--- src/rtl/eelk_pkg.sv ---
package eelk_pkg;
    typedef enum logic {CP_IDLE = 1'b0, CP_BUSY = 1'b1} copy_st_e;
    typedef enum logic {LK_DISARMED = 1'b0, LK_ARMED = 1'b1} arm_st_e;

    localparam int unsigned CTRL_BIT_COPY = 7;
    localparam int unsigned CTRL_BIT_ARM  = 6;
endpackage

--- src/rtl/eelk_blk_dec.sv ---
module eelk_blk_dec #(
    parameter int unsigned ADDR_W    = 8,
    parameter int unsigned BASE      = 32,
    parameter int unsigned BLK_BYTES = 16,
    parameter int unsigned NUM_BLK   = 2
) (
    input  logic [ADDR_W-1:0]  addr,
    output logic [NUM_BLK-1:0] hit
);
    for (genvar i = 0; i < NUM_BLK; i++) begin : g_blk
        localparam int unsigned LO = BASE + i * BLK_BYTES;
        localparam int unsigned HI = LO + BLK_BYTES;
        assign hit[i] = ({1'b0, addr} >= (ADDR_W+1)'(LO)) &&
                        ({1'b0, addr} <  (ADDR_W+1)'(HI));
    end
endmodule

--- src/rtl/eelk_copy_fsm.sv ---
module eelk_copy_fsm
    import eelk_pkg::*;
(
    input  logic clk,
    input  logic rst_n,
    input  logic copy_cmd,
    input  logic mem_done,
    output logic copy_busy
);
    copy_st_e state_q, state_d;

    always_ff @(posedge clk or negedge rst_n) begin
        if (!rst_n) state_q <= CP_IDLE;
        else        state_q <= state_d;
    end

    always_comb begin
        state_d = state_q;
        unique case (state_q)
            CP_IDLE: if (copy_cmd) state_d = CP_BUSY;
            CP_BUSY: if (mem_done) state_d = CP_IDLE;
            default: state_d = CP_IDLE;
        endcase
    end

    always_comb begin
        copy_busy = (state_q == CP_BUSY);
    end

    // an accepted copy command raises the busy state
    a_r3_copy_sets: assert property (@(posedge clk) disable iff (!rst_n)
        (copy_cmd && !copy_busy) |=> copy_busy);
    // done ends the busy state
    a_r3_done_clears: assert property (@(posedge clk) disable iff (!rst_n)
        (copy_busy && mem_done) |=> !copy_busy);
endmodule

--- src/rtl/eelk_arm_fsm.sv ---
module eelk_arm_fsm
    import eelk_pkg::*;
#(
    parameter int unsigned NUM_BLK = 2
) (
    input  logic               clk,
    input  logic               rst_n,
    input  logic               ctrl_wr,
    input  logic               ctrl_arm_val,
    input  logic               lock_cmd,
    input  logic [NUM_BLK-1:0] lock_hit,
    output logic               armed,
    output logic [NUM_BLK-1:0] blk_lock
);
    arm_st_e            state_q, state_d;
    logic [NUM_BLK-1:0] blk_q, blk_d;

    always_ff @(posedge clk or negedge rst_n) begin
        if (!rst_n) begin
            state_q <= LK_DISARMED;
            blk_q   <= '0;
        end else begin
            state_q <= state_d;
            blk_q   <= blk_d;
        end
    end

    always_comb begin
        state_d = state_q;
        blk_d   = blk_q;
        unique case (state_q)
            LK_DISARMED: begin
                if (ctrl_wr && ctrl_arm_val) state_d = LK_ARMED;
            end
            LK_ARMED: begin
                if (lock_cmd) begin
                    blk_d   = blk_q | lock_hit;
                    state_d = LK_DISARMED;
                end else if (ctrl_wr && !ctrl_arm_val) begin
                    state_d = LK_DISARMED;
                end
            end
            default: state_d = LK_DISARMED;
        endcase
    end

    always_comb begin
        armed    = (state_q == LK_ARMED);
        blk_lock = blk_q;
    end

    // a lock command always leaves the machine disarmed
    a_r7_arm_oneshot: assert property (@(posedge clk) disable iff (!rst_n)
        (armed && lock_cmd) |=> !armed);
    // a disarmed lock command leaves every flag as it was
    a_r6_disarmed_ignored: assert property (@(posedge clk) disable iff (!rst_n)
        (!armed && lock_cmd) |=> $stable(blk_lock));
    // flags never fall while out of reset
    a_r10_sticky: assert property (@(posedge clk) disable iff (!rst_n)
        (blk_lock != '0) |=> ((blk_lock & $past(blk_lock)) == $past(blk_lock)));
endmodule

--- src/rtl/eelk_wr_gate.sv ---
module eelk_wr_gate #(
    parameter int unsigned NUM_BLK = 2
) (
    input  logic               clk,
    input  logic               rst_n,
    input  logic               wr_req,
    input  logic [NUM_BLK-1:0] wr_hit,
    input  logic [NUM_BLK-1:0] blk_lock,
    input  logic               copy_busy,
    output logic               we
);
    logic in_array;
    logic hit_locked;

    always_comb begin
        in_array   = |wr_hit;
        hit_locked = |(wr_hit & blk_lock);
        we = wr_req && (!in_array || (!copy_busy && !hit_locked));
    end

    // no array write while the copy runs
    a_r4_copy_blocks: assert property (@(posedge clk) disable iff (!rst_n)
        (copy_busy && wr_req && in_array) |-> !we);
    // writes outside the array always pass
    a_r9_outside_pass: assert property (@(posedge clk) disable iff (!rst_n)
        (wr_req && !in_array) |-> we);
    // no write into a locked block
    a_r8_locked_blocks: assert property (@(posedge clk) disable iff (!rst_n)
        (wr_req && hit_locked) |-> !we);
endmodule

--- src/rtl/eeprom_lock_ctrl.sv ---
module eeprom_lock_ctrl
    import eelk_pkg::*;
#(
    parameter int unsigned ADDR_W    = 8,
    parameter int unsigned DATA_W    = 8,
    parameter int unsigned CTRL_ADDR = 7,
    parameter int unsigned ARR_BASE  = 32,
    parameter int unsigned BLK_BYTES = 16,
    parameter int unsigned NUM_BLK   = 2
) (
    input  logic              clk,
    input  logic              rst_n,
    input  logic              wr_req,
    input  logic [ADDR_W-1:0] wr_addr,
    input  logic [DATA_W-1:0] wr_data,
    input  logic              copy_cmd,
    input  logic              mem_done,
    input  logic              lock_cmd,
    input  logic [ADDR_W-1:0] lock_addr,
    output logic [DATA_W-1:0] ctrl_rdata,
    output logic              ee_we,
    output logic [ADDR_W-1:0] ee_addr,
    output logic [DATA_W-1:0] ee_wdata
);
    logic               copy_busy;
    logic               armed;
    logic [NUM_BLK-1:0] blk_lock;
    logic [NUM_BLK-1:0] wr_hit;
    logic [NUM_BLK-1:0] lock_hit;
    logic               ctrl_wr;

    assign ctrl_wr = wr_req && (wr_addr == ADDR_W'(CTRL_ADDR));

    eelk_blk_dec #(.ADDR_W(ADDR_W), .BASE(ARR_BASE), .BLK_BYTES(BLK_BYTES),
                   .NUM_BLK(NUM_BLK)) u_wr_dec (.addr(wr_addr), .hit(wr_hit));

    eelk_blk_dec #(.ADDR_W(ADDR_W), .BASE(ARR_BASE), .BLK_BYTES(BLK_BYTES),
                   .NUM_BLK(NUM_BLK)) u_lock_dec (.addr(lock_addr), .hit(lock_hit));

    eelk_copy_fsm u_copy (
        .clk(clk), .rst_n(rst_n), .copy_cmd(copy_cmd),
        .mem_done(mem_done), .copy_busy(copy_busy)
    );

    eelk_arm_fsm #(.NUM_BLK(NUM_BLK)) u_arm (
        .clk(clk), .rst_n(rst_n), .ctrl_wr(ctrl_wr),
        .ctrl_arm_val(wr_data[CTRL_BIT_ARM]), .lock_cmd(lock_cmd),
        .lock_hit(lock_hit), .armed(armed), .blk_lock(blk_lock)
    );

    eelk_wr_gate #(.NUM_BLK(NUM_BLK)) u_gate (
        .clk(clk), .rst_n(rst_n), .wr_req(wr_req), .wr_hit(wr_hit),
        .blk_lock(blk_lock), .copy_busy(copy_busy), .we(ee_we)
    );

    always_comb begin
        ctrl_rdata                = '0;
        ctrl_rdata[CTRL_BIT_COPY] = copy_busy;
        ctrl_rdata[CTRL_BIT_ARM]  = armed;
        ctrl_rdata[NUM_BLK-1:0]   = blk_lock;
    end

    assign ee_addr  = wr_addr;
    assign ee_wdata = wr_data;

    // reserved bits always read zero
    a_r2_reserved_zero: assert property (@(posedge clk) disable iff (!rst_n)
        ctrl_rdata[5:2] == 4'b0000);
endmodule

--- config.mk ---
export PLATFORM = sky130hd
export DESIGN_NAME = eeprom_lock_ctrl
export DESIGN_NICKNAME = d
export VERILOG_FILES = /design/src/rtl/eelk_pkg.sv /design/src/rtl/eelk_blk_dec.sv /design/src/rtl/eelk_copy_fsm.sv /design/src/rtl/eelk_arm_fsm.sv /design/src/rtl/eelk_wr_gate.sv /design/src/rtl/eeprom_lock_ctrl.sv
export SDC_FILE = /design/constraint.sdc
export NUM_CORES = 1
export LEC_CHECK = 0
export ABC_CLOCK_PERIOD_IN_PS = 980
export BUFFER_PORTS_ARGS = -buffer_cell sky130_fd_sc_hd__clkbuf_2
export CAP_MARGIN = 20
export CELL_PAD_IN_SITES_DETAIL_PLACEMENT = 1
export CELL_PAD_IN_SITES_GLOBAL_PLACEMENT = 1
export CORE_MARGIN = 4
export CORE_UTILIZATION = 17
export DETAILED_ROUTE_END_ITERATION = 16
export GPL_TIMING_DRIVEN = 0
export PLACE_DENSITY = 0.78
export RECOVER_POWER = 25
export SLEW_MARGIN = 20
export SYNTH_ARGS = -nofsm -noshare
export SYNTH_HDL_FRONTEND = slang
export SYNTH_SLANG_ARGS = --single-unit
--- constraint.sdc ---
create_clock -name clk -period 0.98 [get_ports clk]
set_input_delay 0.098 -clock clk [delete_from_list [all_inputs] [get_ports clk]]
set_output_delay 0.098 -clock clk [all_outputs]
set_load 0.01 [all_outputs]
==> results.txt <==
The run finished, with violations left. The final reports fail on setup timing. The number of antenna cells inserted came out at 0. The ratio of routed vias to standard cells came out at 3.626.

The clock latency reported for the late side of the worst-skew pair came out at 230 ps. Port buffering added 39 buffers. The data arrival time of the worst path came out at 1240 ps. Synthesis produced 44 cells. The placeable core region is 2276 µm². The total wirelength of the detailed-routed design is 1263 µm. The final hold violation count came out at 0. In the routed design, unresolved DRC markers number 0. TritonCTS built the clock tree. Traced cell by cell, the critical path runs through mux2_4 > o211ai_2 > and2_4 > buf_6. The power density over the cells came out at 845.9 nW/µm². The total track usage came out at 0.07820.

The number of max-slew violations in the final report is 0. Counting the buffers created by CTS gives 3. The highest-delay cell along the critical path is sky130_fd_sc_hd__dfrtp_1. The min-delay analysis places its worst path in the category in -> reg. The die is 57.51 µm tall.

The initial antenna violation count is 0. The post-synthesis sequential area ratio is 0.2402. Summing internal, switching and leakage power gives 649.9 µW.

The master cell of the clock root buffer is sky130_fd_sc_hd__clkbuf_4. The smallest hold slack is 54.30 ps. The cell accounting for the most synthesized area is sky130_fd_sc_hd__buf_4. After clock tree synthesis, the clock-pin slew on the worst setup and hold paths is 40 ps. The floorplan has 17 rows.

Once detail routing completed, the nets flagged for antenna violations numbered 0. After layout, the minimum clock period comes to 1333 ps. Setup slack on the critical path of the routed design comes to -353.4 ps. In this run, distinct cell masters in the synthesized netlist total 15. The clock drives 4 sinks. The vias after detailed routing is 446.

Between clock sinks in the finished design, the worst skew comes to 2.601 ps. The synthesized netlist occupies a cell area of 416.7 µm². The critical path required time is 880 ps. The length of the first detailed-routing pass in iterations is 2. The number of warnings issued by yosys is 0. The mean routed wirelength per cell is 10.27 µm. The via count of the first global-routing pass is 476. Setup repair after global routing could not meet its margin everywhere. The post-placement worst setup slack is -166.7 ps. The deepest level of the CTS H-tree came out at 1. The number of fill cells in the layout came out at 294. The die footprint came out at 3307 µm². The largest net degree at the start of global routing came out at 5.

Setup violations remaining at the end of the flow were counted as 4. The initial utilization of the core area, before any placement, comes to 0.1831. The worst stage delay on the critical path came out at 370 ps. From synthesis to final layout, the design area changed by 84.38%. The worst setup path is captured at an output port.

In the post-synthesis netlist, the biggest area contributors are sky130_fd_sc_hd__buf_4, sky130_fd_sc_hd__dfrtp_1, sky130_fd_sc_hd__mux2i_1. The DRC marker count from the first detailed-route iteration is 2. The detailed placement HPWL came out at 1165 µm. The achievable frequency came out at 750.0 MHz. The worst setup path is of the reg -> out kind. The number of nets in the final layout came out at 127. Each instance of the synthesized netlist takes up on average 9.469 µm². The number of primary I/O pins came out at 55. Routability-driven placement finished with a final weighted congestion of 0.7333. The fraction of layout cells with a size suffix above 1 came out at 0.7684. Counting along the longest clock path gives a buffer depth of 2. The area share of the largest cell type after synthesis came out at 0.3964.

The total congestion overflow came out at 0. The static leakage is 0.0004826 µW. Along the worst path, the maximum fanout reaches 2.

The worst setup path is launched from a flop. The wire length of the first global-routing pass came out at 2007 µm. The share of the clock period used by the worst path after layout came out at 1.361.

The worst voltage drop across the vdd grid is 367.6 µV. Across the run, the number of max-cap violations was 0. The die outline width is 57.51 µm. The count of state elements after synthesis is 4.
==> worst max-delay path, delay by kind of cell, from the launching register on <==
family,cells,cell delay (ps)
mux,1,270
simple gates,1,150
buf+inv,1,90
flops,1,370
compound gates,1,130
==> cell usage in the layout, fill, tap and decap left out, drive strengths merged <==
cell / synthesis / routed
o211ai: 1 / 1
mux2: 1 / 1
clkbuf: 0 / 38
dfrtp: 4 / 4
and4bb: 1 / 1
buf: 22 / 31
nor4b: 1 / 1
and2: 1 / 1
mux2i: 2 / 2
dlygate4sd3: 0 / 1
nor2b: 1 / 1
a21o: 2 / 2
nor2: 1 / 1
nand2: 3 / 3
conb: 1 / 4
inv: 2 / 2
nand4: 1 / 1
==> power breakdown <==
group	switching, µW	internal (µW)
registers	9.92	177
clock network	61.8	137
logic	104	161
total	176	474
==> routing by layer <==
metal | share of wire | global-route usage | vias to the layer above
met3 | 0.13 | 0.02715 | 2
met4 | 0.0079 | 0.03974 | 0
met2 | 0.56 | 0.1516 | 28
met5 | 0 | 0 | -
li1 | - | - | 221
met1 | 0.30 | 0.06961 | 195
==> repair_timing <==
item,4_1_cts,5_1_grt
pin swaps,0,4
gates resized for setup,2,9
endpoints found under the hold margin,4,0
hold buffers,1,0
setup endpoints to repair,4,7
buffers inserted,2,3
gates cloned,0,0
==> kinds of logic (layout without fill, tap and decap cells) <==
logic type	Yosys count	count (layout)	share of synthesized area
buffers and inverters	24	72	0.4144
and+or+nand+nor	9	9	0.1862
DFF	4	4	0.2402
AOI/OAI and AO/OA	3	3	0.06605
muxes	3	3	0.08408
other	1	4	0.009000
==> cell usage after synthesis, drive strengths merged <==
cell type and instances:
buf 22, dfrtp 4, nand2 3, a21o 2, inv 2, mux2i 2, and2 1, and4bb 1
conb 1, mux2 1, nand4 1, nor2 1, nor2b 1, nor4b 1, o211ai 1
==> worst paths after layout <==
check	slack, ps	start	end	cells past startpoint
setup / recovery	-350	u_arm.blk_lock[0]	ee_we	4
hold / removal	50	mem_done	u_copy.copy_busy	2
setup reg to reg	60	u_arm.armed	u_arm.blk_lock[1]	3
hold reg to reg	550	u_copy.copy_busy	u_copy.copy_busy	1
max in group asynchronous	540	rst_n	u_arm.armed	2
min in group asynchronous	240	rst_n	u_arm.blk_lock[1]	2
==> metrics by stage <==
| stage | instances | utilization | area [µm²] | setup TNS (ps) |
|---|---|---|---|---|
| 2_1_floorplan | 47 | - | 430.4 | -76.68 |
| 3_3_place_gp | 114 | 0.2903 | 660.6 | -157.7 |
| 3_5_place_dp | 114 | 0.2903 | 660.6 | -221.4 |
| 4_1_cts | 120 | 0.3161 | 719.4 | -432.1 |
| 5_1_grt | 123 | 0.3375 | 768.2 | -754.0 |
| 6_report | 123 | 0.3375 | 768.2 | -548.3 |
==> cell type report <==
type	instances	area, µm²	area share
Timing Repair Buffer	45	265.3	0.3453
Multi-Input combinational cell	19	168.9	0.2199
Buffer	22	168.9	0.2199
Sequential cell	4	100.1	0.1303
Tap cell	28	35.03	0.04560
Clock buffer	3	22.52	0.02932
Inverter	2	7.507	0.009772
==> registers in the layout, summed over array words and instances, names as in the netlist <==
register          count
u_arm.armed           1
u_arm.blk_lock        2
u_copy.copy_busy      1
No activity file was read; power rests on OpenSTA's default activity.
